[config.mk]
export PLATFORM = sky130hd
export DESIGN_NAME = fold_fir_lp
export DESIGN_NICKNAME = d
export VERILOG_FILES = /design/src/rtl/fold_fir_pkg.sv /design/src/rtl/fir_tap_line.sv /design/src/rtl/fir_pair_mac.sv /design/src/rtl/fir_scale_sat.sv /design/src/rtl/fold_fir_lp.sv
export SDC_FILE = /design/constraint.sdc
export NUM_CORES = 1
export LEC_CHECK = 0
export ABC_AREA = 1
export BUFFER_PORTS_ARGS = -buffer_cell sky130_fd_sc_hd__buf_4
export CORE_ASPECT_RATIO = 1.4
export CORE_MARGIN = 5
export CORE_UTILIZATION = 60
export CTS_BUF_LIST = sky130_fd_sc_hd__clkbuf_4
export DETAILED_ROUTE_END_ITERATION = 6
export PLACE_DENSITY_LB_ADDON = 0.1
export SKIP_CTS_REPAIR_TIMING = 1
export SLEW_MARGIN = 20
export SYNTH_ARGS = -nofsm -noshare
export SYNTH_HDL_FRONTEND = slang
export SYNTH_SLANG_ARGS = --single-unit
[constraint.sdc]
create_clock -name clk -period 17.61 [get_ports clk]
set_clock_uncertainty 0.15 [all_clocks]
set_input_delay 0.8805 -clock clk [delete_from_list [all_inputs] [get_ports clk]]
set_output_delay 0.8805 -clock clk [all_outputs]
set_load 0.02 [all_outputs]
[src/rtl/fold_fir_pkg.sv]
// Package: shared sizes and the scaled coefficient set of the folded FIR.
// Assumes an even tap count whose pairs map onto the four stored weights.
package fold_fir_pkg;
    localparam int SMP_W   = 10;    // sample width
    localparam int TAPS    = 8;     // filter length
    localparam int COEF_W  = 9;     // holds the largest weight (279)
    localparam int SCALE   = 1000;  // integer scaling of the weights

    // Weight of pre-added pair idx; pair 0 is the outermost (newest+oldest).
    function automatic logic [COEF_W-1:0] pair_coef(input int idx);
        case (idx)
            0:       return COEF_W'(9);
            1:       return COEF_W'(48);
            2:       return COEF_W'(164);
            default: return COEF_W'(279);
        endcase
    endfunction

    // Sum of pair weights; twice this equals the full scaled coefficient sum.
    function automatic int coef_pair_sum(input int npair);
        int s;
        s = 0;
        for (int i = 0; i < npair; i++) s += int'(pair_coef(i));
        return s;
    endfunction
endpackage

[src/rtl/fir_tap_line.sv]
// Module: delay line of TAPS sample registers; tap 0 is the newest sample.
// Assumes one new sample per clock edge and a synchronous active-low reset.
module fir_tap_line #(
    parameter int W = 10,
    parameter int N = 8
) (
    input  logic                clk,
    input  logic                rst_n,
    input  logic [W-1:0]        din,
    output logic [N-1:0][W-1:0] taps
);
    genvar k;
    generate
        for (k = 0; k < N; k++) begin : g_stage
            if (k == 0) begin : g_head
                // Purpose: capture the incoming sample into the first stage.
                always_ff @(posedge clk) begin
                    if (!rst_n) taps[0] <= '0;
                    else        taps[0] <= din;
                end
            end else begin : g_body
                // Purpose: move the sample one stage further down the line.
                always_ff @(posedge clk) begin
                    if (!rst_n) taps[k] <= '0;
                    else        taps[k] <= taps[k-1];
                end
            end
        end
    endgenerate

    AST_TAP_CLEAR: assert property (@(posedge clk) !rst_n |=> (taps[N-1] == '0 && taps[0] == '0));
    AST_TAP_SHIFT: assert property (@(posedge clk) disable iff (!rst_n)
        $past(rst_n) |-> (taps[N-1] == $past(taps[N-2]) && taps[1] == $past(taps[0])));
endmodule

[src/rtl/fir_pair_mac.sv]
// Module: folds mirrored taps, weights each pair sum and accumulates.
// Assumes unsigned samples and an even tap count; purely combinational
// (clk and rst_n only clock the overflow check).
module fir_pair_mac
    import fold_fir_pkg::*;
#(
    parameter int W     = 10,
    parameter int N     = 8,
    parameter int ACC_W = 22
) (
    input  logic                clk,
    input  logic                rst_n,
    input  logic [N-1:0][W-1:0] taps,
    output logic [ACC_W-1:0]    acc
);
    localparam int NPAIR   = N / 2;
    localparam int PSUM_W  = W + 1;
    localparam int PROD_W  = PSUM_W + COEF_W;
    localparam int ACC_MAX = ((1 << W) - 1) * 2 * coef_pair_sum(NPAIR);

    logic [NPAIR-1:0][PSUM_W-1:0] psum;
    logic [NPAIR-1:0][PROD_W-1:0] prod;

    genvar p;
    generate
        for (p = 0; p < NPAIR; p++) begin : g_pair
            // Pre-add mirrored taps, then weight by the pair coefficient.
            assign psum[p] = {1'b0, taps[p]} + {1'b0, taps[N-1-p]};
            assign prod[p] = PROD_W'(psum[p]) * PROD_W'(pair_coef(p));
        end
    endgenerate

    // Purpose: sum the weighted pairs into the full-width accumulator.
    always_comb begin
        acc = '0;
        for (int i = 0; i < NPAIR; i++) acc += ACC_W'(prod[i]);
    end

    AST_NO_OVERFLOW: assert property (@(posedge clk) disable iff (!rst_n)
        acc <= ACC_W'(ACC_MAX));
endmodule

[src/rtl/fir_scale_sat.sv]
// Module: divides the accumulator by the coefficient scale (truncating),
// clamps to the output range and registers the result.
// Assumes a non-negative accumulator and a synchronous active-low reset.
module fir_scale_sat #(
    parameter int ACC_W = 22,
    parameter int OUT_W = 10,
    parameter int SCALE = 1000
) (
    input  logic             clk,
    input  logic             rst_n,
    input  logic [ACC_W-1:0] acc,
    output logic [OUT_W-1:0] out_q
);
    localparam logic [ACC_W-1:0] DIV     = ACC_W'(SCALE);
    localparam logic [ACC_W-1:0] SAT_MAX = ACC_W'((1 << OUT_W) - 1);

    logic [ACC_W-1:0] quot;

    // Purpose: integer division by the constant scale.
    always_comb quot = acc / DIV;

    // Purpose: clamp and register the rescaled result.
    always_ff @(posedge clk) begin
        if (!rst_n)               out_q <= '0;
        else if (quot > SAT_MAX)  out_q <= '1;
        else                      out_q <= quot[OUT_W-1:0];
    end

    AST_OUT_CLEAR: assert property (@(posedge clk) !rst_n |=> out_q == '0);
    AST_TRUNC_FLOOR: assert property (@(posedge clk) disable iff (!rst_n)
        $past(rst_n) |-> ((out_q == '1) ||
                          ((ACC_W'(out_q) * DIV <= $past(acc)) &&
                           ($past(acc) - ACC_W'(out_q) * DIV < DIV))));
endmodule

[src/rtl/fold_fir_lp.sv]
// Module: top of the folded linear-phase lowpass FIR.
// Chain: tap line -> pair pre-add/multiply/accumulate -> divide, clamp, register.
// Assumes smp_in changes once per clk edge (clk is the sample clock).
module fold_fir_lp
    import fold_fir_pkg::*;
#(
    parameter int DW = SMP_W,
    parameter int NT = TAPS
) (
    input  logic          clk,
    input  logic          rst_n,
    input  logic [DW-1:0] smp_in,
    output logic [DW-1:0] filt_out
);
    localparam int NPAIR = NT / 2;
    localparam int ACC_W = DW + 1 + COEF_W + $clog2(NPAIR);

    logic [NT-1:0][DW-1:0] taps;
    logic [ACC_W-1:0]      acc;

    fir_tap_line #(.W(DW), .N(NT)) u_line (
        .clk   (clk),
        .rst_n (rst_n),
        .din   (smp_in),
        .taps  (taps)
    );

    fir_pair_mac #(.W(DW), .N(NT), .ACC_W(ACC_W)) u_mac (
        .clk   (clk),
        .rst_n (rst_n),
        .taps  (taps),
        .acc   (acc)
    );

    fir_scale_sat #(.ACC_W(ACC_W), .OUT_W(DW), .SCALE(SCALE)) u_out (
        .clk   (clk),
        .rst_n (rst_n),
        .acc   (acc),
        .out_q (filt_out)
    );

    AST_LATENCY: assert property (@(posedge clk) disable iff (!rst_n)
        ($past(rst_n) && taps == '0) |=> filt_out == '0);
endmodule

## After elaboration in Yosys (flattened, before gate mapping)

Cells that the tools add are included.

| storage, ports and cells | value |
|---|---|
| bits of input ports | 12 |
| register bits | 90 |
| output and inout port bits | 10 |
| logic and storage cells | 23 |

| operators by class | value |
|---|---|
| div/mod/pow operators | 1 |
| multiply operators | 4 |
| muxes and demuxes | 1 |
| $lt $le $gt $ge | 1 |
| add/subtract/negate cells | 7 |

Operator list:

| kind | count |
|---|---|
| $add A10 B10 Y11 | 4 |
| $add A22 B19 Y22 | 1 |
| $add A22 B20 Y22 | 1 |
| $div A22 B10 Y22 const B | 1 |
| $gt A22 B10 Y1 const B | 1 |
| $mul A11 B9 Y20 const B | 1 |
| $add A15 B17 Y18 | 1 |
| $mul A11 B6 Y17 const B | 1 |
| $mul A11 B4 Y15 const B | 1 |
| $mul A11 B2 Y13 const B | 1 |
| $mux W10 | 1 |

## Longest topological paths before layout

Gate-level depths: netlist (run 1).

| depth | value |
|---|---|
| depth after elaboration | 8 |
| gate-level depth with buffers | 110 |
| mapped depth without buffers | 110 |

## By module

From an unflattened synthesis (run 1), not the netlist that was laid out.

| unflattened totals | value |
|---|---|
| cell total of the unflattened synthesis | 1823 |
| area, all modules | 12478.2 um^2 |

Modules (own cells, without submodules):

| module | cells each | seq. area each (um^2) | times used | area each (um^2) |
|---|---|---|---|---|
| fir_pair_mac | 998 | 0.0 | 1 | 7145.6 |
| fir_scale_sat | 576 | 200.2 | 1 | 3029.2 |
| fir_tap_line | 249 | 1601.5 | 1 | 2303.5 |

## Least setup slack after synthesis (run 1)

Ideal clock, no wire load.

| path | value |
|---|---|
| path type | flip-flop to flip-flop |
| start point | register u_line.taps[2] (netlist name) |
| end point | register u_out.out_q[0] |
| cell stages (with the launch flop) | 101 |
| arrival time | 11.608 ns |
| data required time | 17.343 ns |
| setup slack | 5.734 ns |
| path buffers | 0 |
| library setup time | 0.117 ns |
| period minus slack after synthesis | 11.876 ns |
| path through | dfxtp_1 ha_1 a21oi_1 nand2_1 a21oi_1 inv_1 a21oi_1 nor2_1 o21ai_0 nand2_1 a21o_1 a21oi_1 xor2_1 ha_1 inv_1 fa_1 inv_1 ha_1 (+65 left out) o21bai_2 nand2_1 nand2_1 inv_2 nand2_2 inv_2 nand2_4 nand2_4 nand2_1 nand2_1 inv_2 nand3_2 nor2_1 nor2_1 nor2_1 nor2_1 nand2_1 a21oi_1 |

| on the way | value |
|---|---|
| longest elaborated chain between the ends | 8 |

RTL lines:

| element | line | RTL |
|---|---|---|
| start: declaration | fir_tap_line.sv:10 | `output logic [N-1:0][W-1:0] taps` |
| $add A10 B10 Y11 (*) | fir_pair_mac.sv:28 | `assign psum[p] = {1'b0, taps[p]} + {1'b0, taps[N-1-p]};` |
| $mul A11 B4 Y15 (*) | fir_pair_mac.sv:29 | `assign prod[p] = PROD_W'(psum[p]) * PROD_W'(pair_coef(p));` |
| $add A15 B17 Y18 (*) | fir_pair_mac.sv:36 | `for (int i = 0; i < NPAIR; i++) acc += ACC_W'(prod[i]);` |
| $add A22 B19 Y22 (*) | fir_pair_mac.sv:36 |  |
| $add A22 B20 Y22 (*) | fir_pair_mac.sv:36 |  |
| $div A22 B10 Y22 (*) | fir_scale_sat.sv:20 | `always_comb quot = acc / DIV;` |
| $gt A22 B10 Y1 | fir_scale_sat.sv:25 | `else if (quot > SAT_MAX) out_q <= '1;` |
| $mux W10 (*) | fir_scale_sat.sv:25 |  |
| end signal: assignment | fir_scale_sat.sv:26 | `else out_q <= quot[OUT_W-1:0];` |
| end: declaration | fir_scale_sat.sv:12 | `output logic [OUT_W-1:0] out_q` |

Every way passes the cells marked *; elsewhere a longest branch is shown, timed or not.
A chain may end at the register's enable or synchronous reset.

## Worst setup path after layout (run 1)

| path | value |
|---|---|
| start point | register u_line.taps[20] (netlist name) |
| end point | register u_out.out_q[0] |

| on the way | value |
|---|---|
| longest elaborated chain between the ends | 7 |

RTL lines:

| element | line | RTL |
|---|---|---|
| start signal: indexed assignment | fir_tap_line.sv:25 | `else taps[k] <= taps[k-1];` |
| $add A10 B10 Y11 (*) | fir_pair_mac.sv:28 |  |
| $mul A11 B6 Y17 (*) | fir_pair_mac.sv:29 |  |
| $add A22 B19 Y22 (*) | fir_pair_mac.sv:36 |  |
| $add A22 B20 Y22 (*) | fir_pair_mac.sv:36 |  |
| $div A22 B10 Y22 (*) | fir_scale_sat.sv:20 |  |
| $gt A22 B10 Y1 | fir_scale_sat.sv:25 |  |
| $mux W10 (*) | fir_scale_sat.sv:25 |  |

Marked as above.

==> results summary, run 1 <==
The worst IR drop on VDD is 0.164 mV. The worst setup path is captured at a flop. In this run the remaining antenna-violating nets after routing total 0. The pre-CTS setup slack came out at 3.90 ns. The total power after layout came out at 2.19 mW. The clock slew at the register clock pins of the worst setup and hold paths came out at 0.22 ns.

The slowest library cell on the worst path is sky130_fd_sc_hd__fa_1. The path class of the tightest hold or removal check is reg -> reg. The clock latency on the worst-skew pair came out at 0.52 ns. Setup repair after global routing left no endpoint under its margin. The area of the core is 19200 µm². The count of flip-flops with a built-in enable after synthesis came out at 0.

The actual transition at the worst max-transition pin is 0.944 ns. In this run the horizontal extent of the chip is 128 µm. The critical path in this run is classified as reg -> reg. The sink count of the clock tree is 90. The post-synthesis net count came out at 1932. Ranked by instance count, the synthesized netlist is headed by 410 x sky130_fd_sc_hd__inv_1, 357 x sky130_fd_sc_hd__nand2_1, 168 x sky130_fd_sc_hd__ha_1.

Yosys printed 0 warnings. The post-detailed-placement cell area is 12200 µm². After synthesis, flip-flops and latches occupy 15.3% of the total area.

At the end of routability-driven placement, the weighted congestion stood at 0.924. Yosys mapped the design onto 42 distinct sky130hd cell types. The post-synthesis cell count is 1678.

The area overhead of the layout relative to synthesis came out at 4.91%. After synthesis, the cell types taking the most area are sky130_fd_sc_hd__ha_1 18%, sky130_fd_sc_hd__dfxtp_1 15%, sky130_fd_sc_hd__inv_1 13%, sky130_fd_sc_hd__fa_1 13%, sky130_fd_sc_hd__nand2_1 11%. The number of primary I/O pins came out at 22. The deepest clock path buffer count is 2. The arrival time of the worst setup path is 14.07 ns. The total number of vias came out at 9787. The dominant cell by count in the synthesized netlist is sky130_fd_sc_hd__inv_1. The port buffer count came out at 21.

A synthesized cell averages 7.00 µm². The placement row count is 60. The total routing resource utilization after global routing is 22.9%. The number of antenna violations at the first check in global routing is 1. The number of global-route vias before repair is 10100. Entering global routing, the biggest net connects 91 pins. The root buffer cell chosen for the clock tree is sky130_fd_sc_hd__clkbuf_4. The kind of start point of the critical path is a flop. The global-route congestion overflow total is 0. The flow ran to the end, and the final reports show no timing, DRC or antenna violations. For this design the static power due to leakage is 7.88 nW.

The CTS tree is done. The floorplan step defined a die boundary enclosing 22500 µm². The setup TNS after final layout is 0 ns. The most used flip-flop cell after synthesis is sky130_fd_sc_hd__dfxtp_1.

Counting flops with an async set or reset pin after synthesis yields a share of 0%. The critical path's largest stage delay came out at 0.54 ns. The share of the cycle needed by the critical path after routing came out at 78.2%.

The areal power density over the cells came out at 178 nW/µm². The netlist area before placement came out at 11700 µm². The synthesized design spends more area on one cell type than any other, namely sky130_fd_sc_hd__ha_1. The routed design has 24.8 mm of wire.

The number of buffers created by CTS is 9. The largest fanout on the critical path came out at 7. The number of design rule violations left after detail routing is 0. The clock period minus final worst setup slack is 13.76 ns. The HPWL after detailed placement came out at 21.1 mm. The height of the die came out at 176 µm. The initial utilization of the core area, before any placement, comes to 61.1%.

The final-layout fill cell count is 1821. The number of slew-limit violations in the final report is 0. The headroom to the max-slew limit is 37.1%. Setup violations remaining at the end of the flow were counted as 0. The detailed-routing iteration count for the pre-antenna-repair pass came out at 7. The first global-routing pass estimated 42.8 mm of wire. The H-tree generated during clock tree synthesis spans 3 levels. The top cell type by area accounts for 17.9% of the synthesized area. The post-layout worst setup margin is 3.85 ns. The number of nets at the end of the flow is 1954.

The hold violation total from the final report came to 0. After detailed routing, the average wire length per cell comes to 12.7 µm. The post-synthesis register bit count came out at 90. The critical path required time is 17.92 ns. The initial DRC count is 366.

The fraction of layout instances using a drive strength above 1 is 9.44%. The upper clock frequency limit is 72.7 MHz. The finished cells cover 12300 µm².

The count of max-cap constraint violations is 0. The detail-routed via count per cell is 5.01.
## state kept, by name (all words and copies together), names as in the netlist
name	flops
u_line.taps	80
u_out.out_q	10
## placed cells by master (no fill, tap or decap), types with 3 or more instances in the layout
cell type,n
sky130_fd_sc_hd__o21ai_2,4
sky130_fd_sc_hd__nor2_4,8
sky130_fd_sc_hd__xor2_1,59
sky130_fd_sc_hd__o211ai_1,8
sky130_fd_sc_hd__ha_1,168
sky130_fd_sc_hd__inv_8,3
sky130_fd_sc_hd__and2_1,3
sky130_fd_sc_hd__inv_1,410
sky130_fd_sc_hd__clkbuf_4,9
sky130_fd_sc_hd__nand3b_1,5
sky130_fd_sc_hd__a21boi_1,3
sky130_fd_sc_hd__nor3_1,7
sky130_fd_sc_hd__nand3_1,89
sky130_fd_sc_hd__a21o_1,7
sky130_fd_sc_hd__o21ai_1,15
sky130_fd_sc_hd__nand2_4,13
sky130_fd_sc_hd__nand2_1,357
sky130_fd_sc_hd__nand3_2,13
sky130_fd_sc_hd__fa_1,74
sky130_fd_sc_hd__a21oi_1,77
sky130_fd_sc_hd__inv_2,30
sky130_fd_sc_hd__buf_4,21
sky130_fd_sc_hd__nand4_1,6
sky130_fd_sc_hd__dfxtp_1,90
sky130_fd_sc_hd__nor2_2,9
sky130_fd_sc_hd__o31ai_1,3
sky130_fd_sc_hd__or2_2,4
sky130_fd_sc_hd__nor2_1,86
sky130_fd_sc_hd__nand2_2,35
sky130_fd_sc_hd__xnor2_1,17
sky130_fd_sc_hd__o21bai_1,16
sky130_fd_sc_hd__o21ai_0,35
## final timing paths
check	start	slack [ns]	cells after the start	end
worst max-delay path	u_line.taps[20]	3.85	98	u_out.out_q[0]
worst max register to register	u_line.taps[20]	3.85	98	u_out.out_q[0]
worst min register to register	u_line.taps[37]	0.25	2	u_line.taps[47]
worst min-delay path	u_line.taps[37]	0.25	2	u_line.taps[47]
## final cells by class
class | instances | area [µm²] | area share, %
multi-input combinational | 1135 | 8240 | 66.9
clock inverter | 7 | 76.3 | 0.620
tap | 248 | 310 | 2.52
sequential | 90 | 1800 | 14.6
clock buffer | 9 | 67.6 | 0.549
timing repair buffer | 21 | 158 | 1.28
inverter | 443 | 1670 | 13.5
antenna | 1 | 2.50 | 0.0203
## kinds of logic after synthesis
family | Yosys count | share of synthesized area [%]
simple gates | 640 | 25.1
buf+inv | 453 | 14.5
fa+ha+maj | 242 | 30.5
compound gates | 177 | 8.87
flops | 90 | 15.3
xor+xnor | 76 | 5.67
## worst max-delay path: cells and delay by family, from the launching register on
kind / cells / cell delay, ns
AOI/OAI and AO/OA: 19 / 3.42
xor gates and xnor gates: 2 / 0.47
adders and majority gates: 9 / 3.21
buffers and inverters: 15 / 1.03
DFF: 1 / 0.38
and+or+nand+nor: 53 / 5.01
## per-layer routing
layer	vias up	GRT usage [%]	wire length [µm]
met5	-	0	0
li1	5155	-	-
met1	4447	23.9	9670
met3	52	2.31	486
met4	0	8.01	803
met2	133	46.1	13800
## power breakdown
part | internal (mW) | total (mW) | switching (mW)
clock | 0.0343 | 0.128 | 0.0941
sequential | 0.215 | 0.219 | 0.00374
combinational | 0.610 | 1.85 | 1.24
## per-stage QoR
step	hold WS [ns]	std cells	utilization, %
6_report	0.249	1954	64.1
2_1_floorplan	0.261	1678	-
3_5_place_dp	0.280	1937	63.3
3_3_place_gp	0.266	1937	63.3
4_1_cts	0.266	1953	64.1
5_1_grt	0.312	1954	64.1
Power figures use the tool's default switching activity.
==> inputs of run 2 (changes only) <==
clock period = 14.2 ns   (was 17.61 ns; I/O delays follow)
==> run 2 against run 1 <==
Net effect: combinational power increased by 27%; fmax increased by 5.5%; sequential share of layout area decreased by 0.31 points; sequential power increased by 24%; largest power group unchanged; largest cell class unchanged; worst setup slack got worse by 2.7 ns; highest routed layer unchanged; design area increased by 2.3%; clock power increased by 23%.
==> results summary, run 2 (synthesis gave the netlist of run 1 again) <==
The flow ran to the end, and the final reports show no timing, DRC or antenna violations. The die span in x is 128 µm (unchanged). The areal power density over the cells is 221 nW/µm² (+24%). The number of buffers created by CTS came out at 9 (unchanged). The height of the die came out at 176 µm (unchanged). The post-layout instance area was 12600 µm² (+2.3%).

The CTS tree is done. The HPWL after detailed placement came out at 21.1 mm (-0.11%). The upper clock frequency limit came to 76.6 MHz (+5.5%). The area overhead of the layout relative to synthesis came out at 7.37%.

The number of cells in the finished layout apart from fillers came out at 1963 (+0.46%). The fraction of layout instances using a drive strength above 1 is 12.3% (+2.8 points). The placement row count is 60 (unchanged). The setup TNS after final layout is 0 ns (unchanged).

The number of global-route vias before repair came to 9900 (-1.7%). The number of primary I/O pins is 22 (unchanged). The final setup violation count is 0 (unchanged). The global-route congestion overflow total is 0 (unchanged). The share of the cycle needed by the critical path after routing is 91.9% (+14 points). The category of the most critical setup path is reg -> reg. STA classifies the critical path endpoint as a flop. The deepest clock path buffer count is 2 (unchanged). The remaining antenna violation count came out at 0 (unchanged). The actual transition at the worst max-transition pin came out at 0.956 ns (+0.0119 ns).

The hold violation total from the final report is 0 (unchanged). The critical path required time came to 14.48 ns (-3.44 ns). The post-layout worst setup margin is 1.15 ns (-2.70 ns).

Leaving out fill and tap cells, the most frequent cells in the layout are 409 x sky130_fd_sc_hd__inv_1, 350 x sky130_fd_sc_hd__nand2_1, 162 x sky130_fd_sc_hd__ha_1. The total routing resource utilization after global routing came out at 22.8% (-0.13 points). The first-pass GRT wire length came out at 42.5 mm (-0.81%). The detailed-routing iteration count for the pre-antenna-repair pass came out at 5 (-2). The number of antenna violations at the first check in global routing is 1 (unchanged). The pin count of the biggest net entering global routing is 91 (unchanged). The count of max-cap constraint violations is 0 (unchanged). The largest registers in the layout are u_line.taps: 80 flops, u_out.out_q: 10 flops.

The routed wire length is 25.1 mm (+1.2%). The register ranked first by flip-flop count is u_line.taps. The cell at the root of the clock tree is sky130_fd_sc_hd__clkbuf_4. Among the stages of the critical path, the cell type that occurs most often is sky130_fd_sc_hd__nand2_1.

The critical path's largest stage delay is 0.56 ns (+0.02 ns). The routed wire length per instance is 12.8 µm (+0.74%). The detail-routed via count per cell was 5.01 (+0.11%).

Among all stages on the critical path, the largest delay is contributed by sky130_fd_sc_hd__fa_1. The number of nets at the end of the flow was 1963 (+0.46%). The headroom to the max-slew limit came to 36.3% (-0.79 points). The share of the core filled with cells is 65.6% (+1.5 points).

The port buffer count came out at 21 (unchanged). The overall die area came to 22500 µm² (unchanged). The kind of start point of the critical path is a flop. The final weighted congestion of routability-driven global placement came out at 0.923 (about the same). The clock latency on the worst-skew pair is 0.52 ns (about the same).

The H-tree depth is 3 (unchanged). The arrival time of the worst setup path was 13.33 ns (-0.74 ns). The starting density of the core is 61.1% (unchanged). The number of slew-limit violations in the final report is 0 (unchanged).

The worst IR drop on VDD was 0.214 mV (+31%). The sink count of the clock tree is 90 (unchanged). The pre-CTS setup slack is 0.481 ns (-3.42 ns). The clock slew at the register clock pins of the worst setup and hold paths came out at 0.20 ns (-0.02 ns). The area of the core is 19200 µm² (unchanged). The number of design rule violations left after detail routing came out at 0 (unchanged). The number of cells in the design after placement was 1937 (unchanged). The initial DRC count is 322 (-12%). The number of flip-flops under the largest register name is 80 (unchanged). The largest fanout on the critical path is 5 (-2). The most frequent standard cell in the layout excluding fill and tap cells is sky130_fd_sc_hd__inv_1. The post-detailed-placement cell area came out at 12200 µm² (unchanged). The worst hold path belongs to the class in -> reg. The total number of vias was 9843 (+0.57%). The static leakage power is 7.95 nW (+0.78%). The clock period minus final worst setup slack is 13.05 ns (-0.712 ns).
## run 2: worst paths after layout
kind | slack (ns) | start | endpoint | cells after the start
worst max-delay path | 1.15 | u_line.taps[2] | u_out.out_q[0] | 94
worst min-delay path | 0.22 | smp_in[4] | u_line.taps[4] | 3
worst max register to register | 1.15 | u_line.taps[2] | u_out.out_q[0] | 94
worst min register to register | 0.25 | u_line.taps[46] | u_line.taps[56] | 2
## run 2: layout make-up
class / instances / area (µm²)
well taps: 248 / 310
repair buffers: 30 / 225
flip-flops and latches: 90 / 1810
fillers: 1787 / 6610
multi-input cells: 1135 / 8450
inverters: 443 / 1670
clock inverters: 7 / 76.3
diodes: 1 / 2.50
clock buffers: 9 / 67.6
## run 2: critical path: cells and delay by family (launching register included)
family / cells / cell delay (ns)
buffers and inverters: 13 / 0.83
adder cells (fa/ha/maj): 8 / 2.91
XOR/XNOR: 2 / 0.44
AND/OR/NAND/NOR: 49 / 4.94
AO/OA/AOI/OAI: 22 / 3.30
flip-flops: 1 / 0.37
## run 2: per-stage QoR
stage / hold slack, ns / total power, mW
CTS: 0.183 / 2.72
floorplan: 0.261 / 2.16
global route: 0.185 / 3.10
finish: 0.221 / 2.78
global placement: 0.266 / 2.52
detailed placement: 0.280 / 2.55
## run 2: layer usage
layer  vias up  routed length, µm  GRT usage [%]
met5         -                  0              0
met3        52                618           2.95
met4         0                776           7.12
met2       133              13900           46.2
met1      4487               9720           23.4
li1       5171                  -              -
## run 2: where the power goes
part	switching, mW	leakage [nW]	internal, mW
registers	0.00465	0.733	0.267
clock network	0.116	0.0792	0.0425
logic	1.56	7.13	0.789
total	1.69	7.95	1.10
==> inputs of run 3 (changes only) <==
SYNTH_HIERARCHICAL = 1   (was not set)
==> run 3 against run 2 <==
Net effect: synthesized cell count increased by 8.6%; first-iteration DRC count grew 64%; sequential cell count is the same; worst setup slack worse by 0.56 ns; die area grew 5.8%; count of clock-buffer cells in the layout stayed put; fmax fell by 4.1%; worst hold slack worse by 0.0023 ns; critical path depth up 2; register-to-register slack got worse by 0.56 ns.
==> results summary, run 3 <==
The port buffer count came out at 21 (unchanged). The critical path's largest stage delay is 0.53 ns (-0.03 ns). The number of buffers created by CTS came out at 9 (unchanged). The H-tree depth is 3 (unchanged). The height of the die came to 181 µm (+2.9%). The netlist area before placement came out at 12500 µm² (+6.3%). The warning count from the yosys run is 6 (+6). The fraction of post-synthesis cell area in the top cell type by area was 17.2% (-0.66 points). The clock period minus final worst setup slack came out at 13.61 ns (+0.556 ns). The actual transition at the worst max-transition pin is 0.864 ns (-0.0918 ns).

Tracing the worst setup path back leads to its startpoint at u_line/taps[50]. The worst setup path is captured at a flop. The routed wire length is 29.3 mm (+17%).

The arrival time of the worst setup path was 13.89 ns (+0.56 ns). The number of design rule violations left after detail routing came out at 0 (unchanged). The CTS tree is done. The post-layout worst setup margin is 0.594 ns (-0.556 ns).

The worst register-to-register path begins at u_line/taps[50]. The largest fanout on the critical path came out at 7 (+2). The number of primary I/O pins came out at 22 (unchanged).

The pre-CTS setup slack was 0.0201 ns (-0.461 ns). sky130_fd_sc_hd__nand2_1 is the most common cell in the netlist. After synthesis, the cell types taking the most area are sky130_fd_sc_hd__ha_1 17%, sky130_fd_sc_hd__dfxtp_1 14%, sky130_fd_sc_hd__nand2_1 14%, sky130_fd_sc_hd__fa_1 13%, sky130_fd_sc_hd__inv_1 13%.

The remaining antenna violation count is 0 (unchanged). The number of flip-flops under the largest register name is 80 (unchanged). The met2 routing resource usage after global routing is 47.3% (+1.1 points). The detail-routed via count per cell came out at 5.17 (+3.0%).

The largest registers in the layout are u_line/taps: 80 flops, u_out/out_q: 10 flops. The pin count of the biggest net entering global routing came out at 91 (unchanged). In this run the worst hold path is classified as in -> reg. The count of antenna diodes in the layout came out at 0 (-1). The HPWL after detailed placement is 24.3 mm (+15%). The global-route congestion overflow total came out at 0 (unchanged).

The global routing usage on met3 came out at 2.26% (-0.69 points). The number of antenna violations at the first check in global routing came out at 0 (-1). The detailed-routing iteration count for the pre-antenna-repair pass is 5 (unchanged). The area of the core came out at 20500 µm² (+6.6%). The final-layout fill cell count came to 1818 (+1.7%). The startpoint identified for the worst hold timing path is smp_in[1]. The clock slew at the register clock pins of the worst setup and hold paths came out at 0.21 ns (about the same). The post-synthesis register bit count is 90 (unchanged). Leaving out fill and tap cells, the most frequent cell in the layout is sky130_fd_sc_hd__nand2_1. The die span in x was 132 µm (+2.9%).

The share of the cycle needed by the critical path after routing is 95.8% (+3.9 points). The share of the core filled with cells is 67.7% (+2.1 points). The starting density of the core was 60.9% (-0.16 points). The upper clock frequency limit is 73.5 MHz (-4.1%). The critical path required time came to 14.48 ns (about the same). Among the stages of the critical path, the cell type that occurs most often is sky130_fd_sc_hd__nand2_1. The clock latency on the worst-skew pair came out at 0.50 ns (-0.02 ns). The hold violation total from the final report is 0 (unchanged). In this run the most used layer during global routing was met2. Sorting the synthesized cells by how often they occur yields 463 x sky130_fd_sc_hd__nand2_1, 429 x sky130_fd_sc_hd__inv_1, 172 x sky130_fd_sc_hd__ha_1. The first-pass GRT wire length came out at 47.5 mm (+12%).

The sink count of the clock tree came to 90 (unchanged). The routed wire length per instance came out at 13.7 µm (+7.3%). The fraction of layout instances using a drive strength above 1 is 15.9% (+3.6 points). The headroom to the max-slew limit is 42.0% (+5.7 points). The number of nets at the end of the flow is 2142 (+9.1%). The deepest clock path buffer count came to 2 (unchanged). The placement row count is 62 (+3.3%). The run finished with clean final reports. The setup path with the least slack is of type reg -> reg. The count of flip-flops with a built-in enable after synthesis is 0 (unchanged). The slowest library cell on the worst path is sky130_fd_sc_hd__fa_1. The post-synthesis cell type count came out at 44 (+4.8%). u_line/taps holds more flip-flops than any other register. The number of cells in the finished layout apart from fillers is 2137 (+8.9%).

Clock tree synthesis selected as its root buffer the cell sky130_fd_sc_hd__clkbuf_4. The post-synthesis net count is 2089 (+8.1%). The initial DRC count came out at 527 (+64%). The kind of start point of the critical path is a flop. The number of slew-limit violations in the final report is 0 (unchanged). The synthesized area divided by synthesized cell count came out at 6.84 µm² (-2.2%).

The count of max-cap constraint violations came out at 0 (unchanged). The total routing resource utilization after global routing came to 23.7% (+0.88 points). The area of the multi-input gates came to 9550 µm² (+13%).

The number of global-route vias before repair was 10700 (+8.6%). In the layout the commonest cells are 424 x sky130_fd_sc_hd__nand2_1, 422 x sky130_fd_sc_hd__inv_1, 154 x sky130_fd_sc_hd__ha_1. Among all flip-flop cells after synthesis, the most frequent one is sky130_fd_sc_hd__dfxtp_1. The final weighted congestion of routability-driven global placement came out at 0.915 (-0.94%).

The number of cells in the design after placement is 2090 (+7.9%). The post-synthesis cell count was 1823 (+8.6%). The global-route track usage on met1 is 25.2% (+1.9 points). The library cell occupying the most area in the post-synthesis netlist is sky130_fd_sc_hd__ha_1. The total number of vias is 11000 (+12%). The overall die area is 23800 µm² (+5.8%).

The area taken by flip-flops and latches is 1810 µm² (+0.49%). The share of flip-flops with an asynchronous set or reset is 0% (unchanged). From synthesis to final layout, the design area changed by 11.1%. The final setup violation count is 0 (unchanged).

The final worst hold slack was 0.219 ns (-0.00229 ns). The share of synthesized area occupied by flip-flops and latches is 14.4% (-0.91 points).
-- run 3: cell types whose count changed after synthesis, moves of 6 or more --
cell,delta
sky130_fd_sc_hd__nand4_1,+7
sky130_fd_sc_hd__a21oi_1,-6
sky130_fd_sc_hd__inv_2,-20
sky130_fd_sc_hd__xor2_1,-15
sky130_fd_sc_hd__buf_6,+9
sky130_fd_sc_hd__nand3_1,+37
sky130_fd_sc_hd__inv_1,+19
sky130_fd_sc_hd__nor2_2,+6
sky130_fd_sc_hd__nand2_1,+106
sky130_fd_sc_hd__clkbuf_1,-10
sky130_fd_sc_hd__fa_1,+8
sky130_fd_sc_hd__nor3_1,+7
-- run 3: routing by layer --
layer	wire length [µm]	part of all wire, %	vias to the layer above
met4	1110	3.8	0
met3	556	1.9	67
li1	-	-	5708
met1	11300	39	5098
met2	16300	56	167
met5	0	0	-
-- run 3: critical path, delay by kind of cell, from the launching register on --
family / cells / cell delay (ns)
AND/OR/NAND/NOR: 69 / 6.74
buffers and inverters: 9 / 0.51
AO/OA/AOI/OAI: 3 / 0.64
adder cells (fa/ha/maj): 13 / 4.68
XOR/XNOR: 2 / 0.41
flip-flops: 1 / 0.37
-- run 3: stage by stage --
step / TNS (ns) / area, µm²
5_1_grt: -0.328 / 13900
4_1_cts: -0.0228 / 13000
6_report: 0 / 13900
3_3_place_gp: 0 / 12800
2_1_floorplan: 0 / 12500
3_5_place_dp: 0 / 12800
-- run 3: path summary, 6_finish.rpt --
check	slack, ns	end	cells after the start
worst min register to register	0.27	u_line/taps[70]	2
worst max-delay path	0.59	u_out/out_q[0]	96
worst min-delay path	0.22	u_line/taps[1]	3
worst max register to register	0.59	u_out/out_q[0]	96
-- run 3: logic make-up (layout without fill, tap and decap cells) --
group,count (synthesis),after routing,synth area share (%)
other,1,1,0.0301
buffers and inverters,450,508,14.1
DFF,90,90,14.4
and+or+nand+nor,796,796,28.8
AOI/OAI and AO/OA,175,175,8.21
adders and majority gates,254,254,30.4
xor gates and xnor gates,57,57,4.00
-- run 3: cell type report --
class | count | area share, %
clock buffers | 9 | 0.487
multi-input cells | 1283 | 68.8
repair buffers | 52 | 2.82
clock inverters | 7 | 0.550
well taps | 256 | 2.31
flip-flops and latches | 90 | 13.1
inverters | 440 | 11.9
Power of run 3 is not shown: default switching activity piles up to over one toggle a cycle in this logic, so the estimate is an artifact.
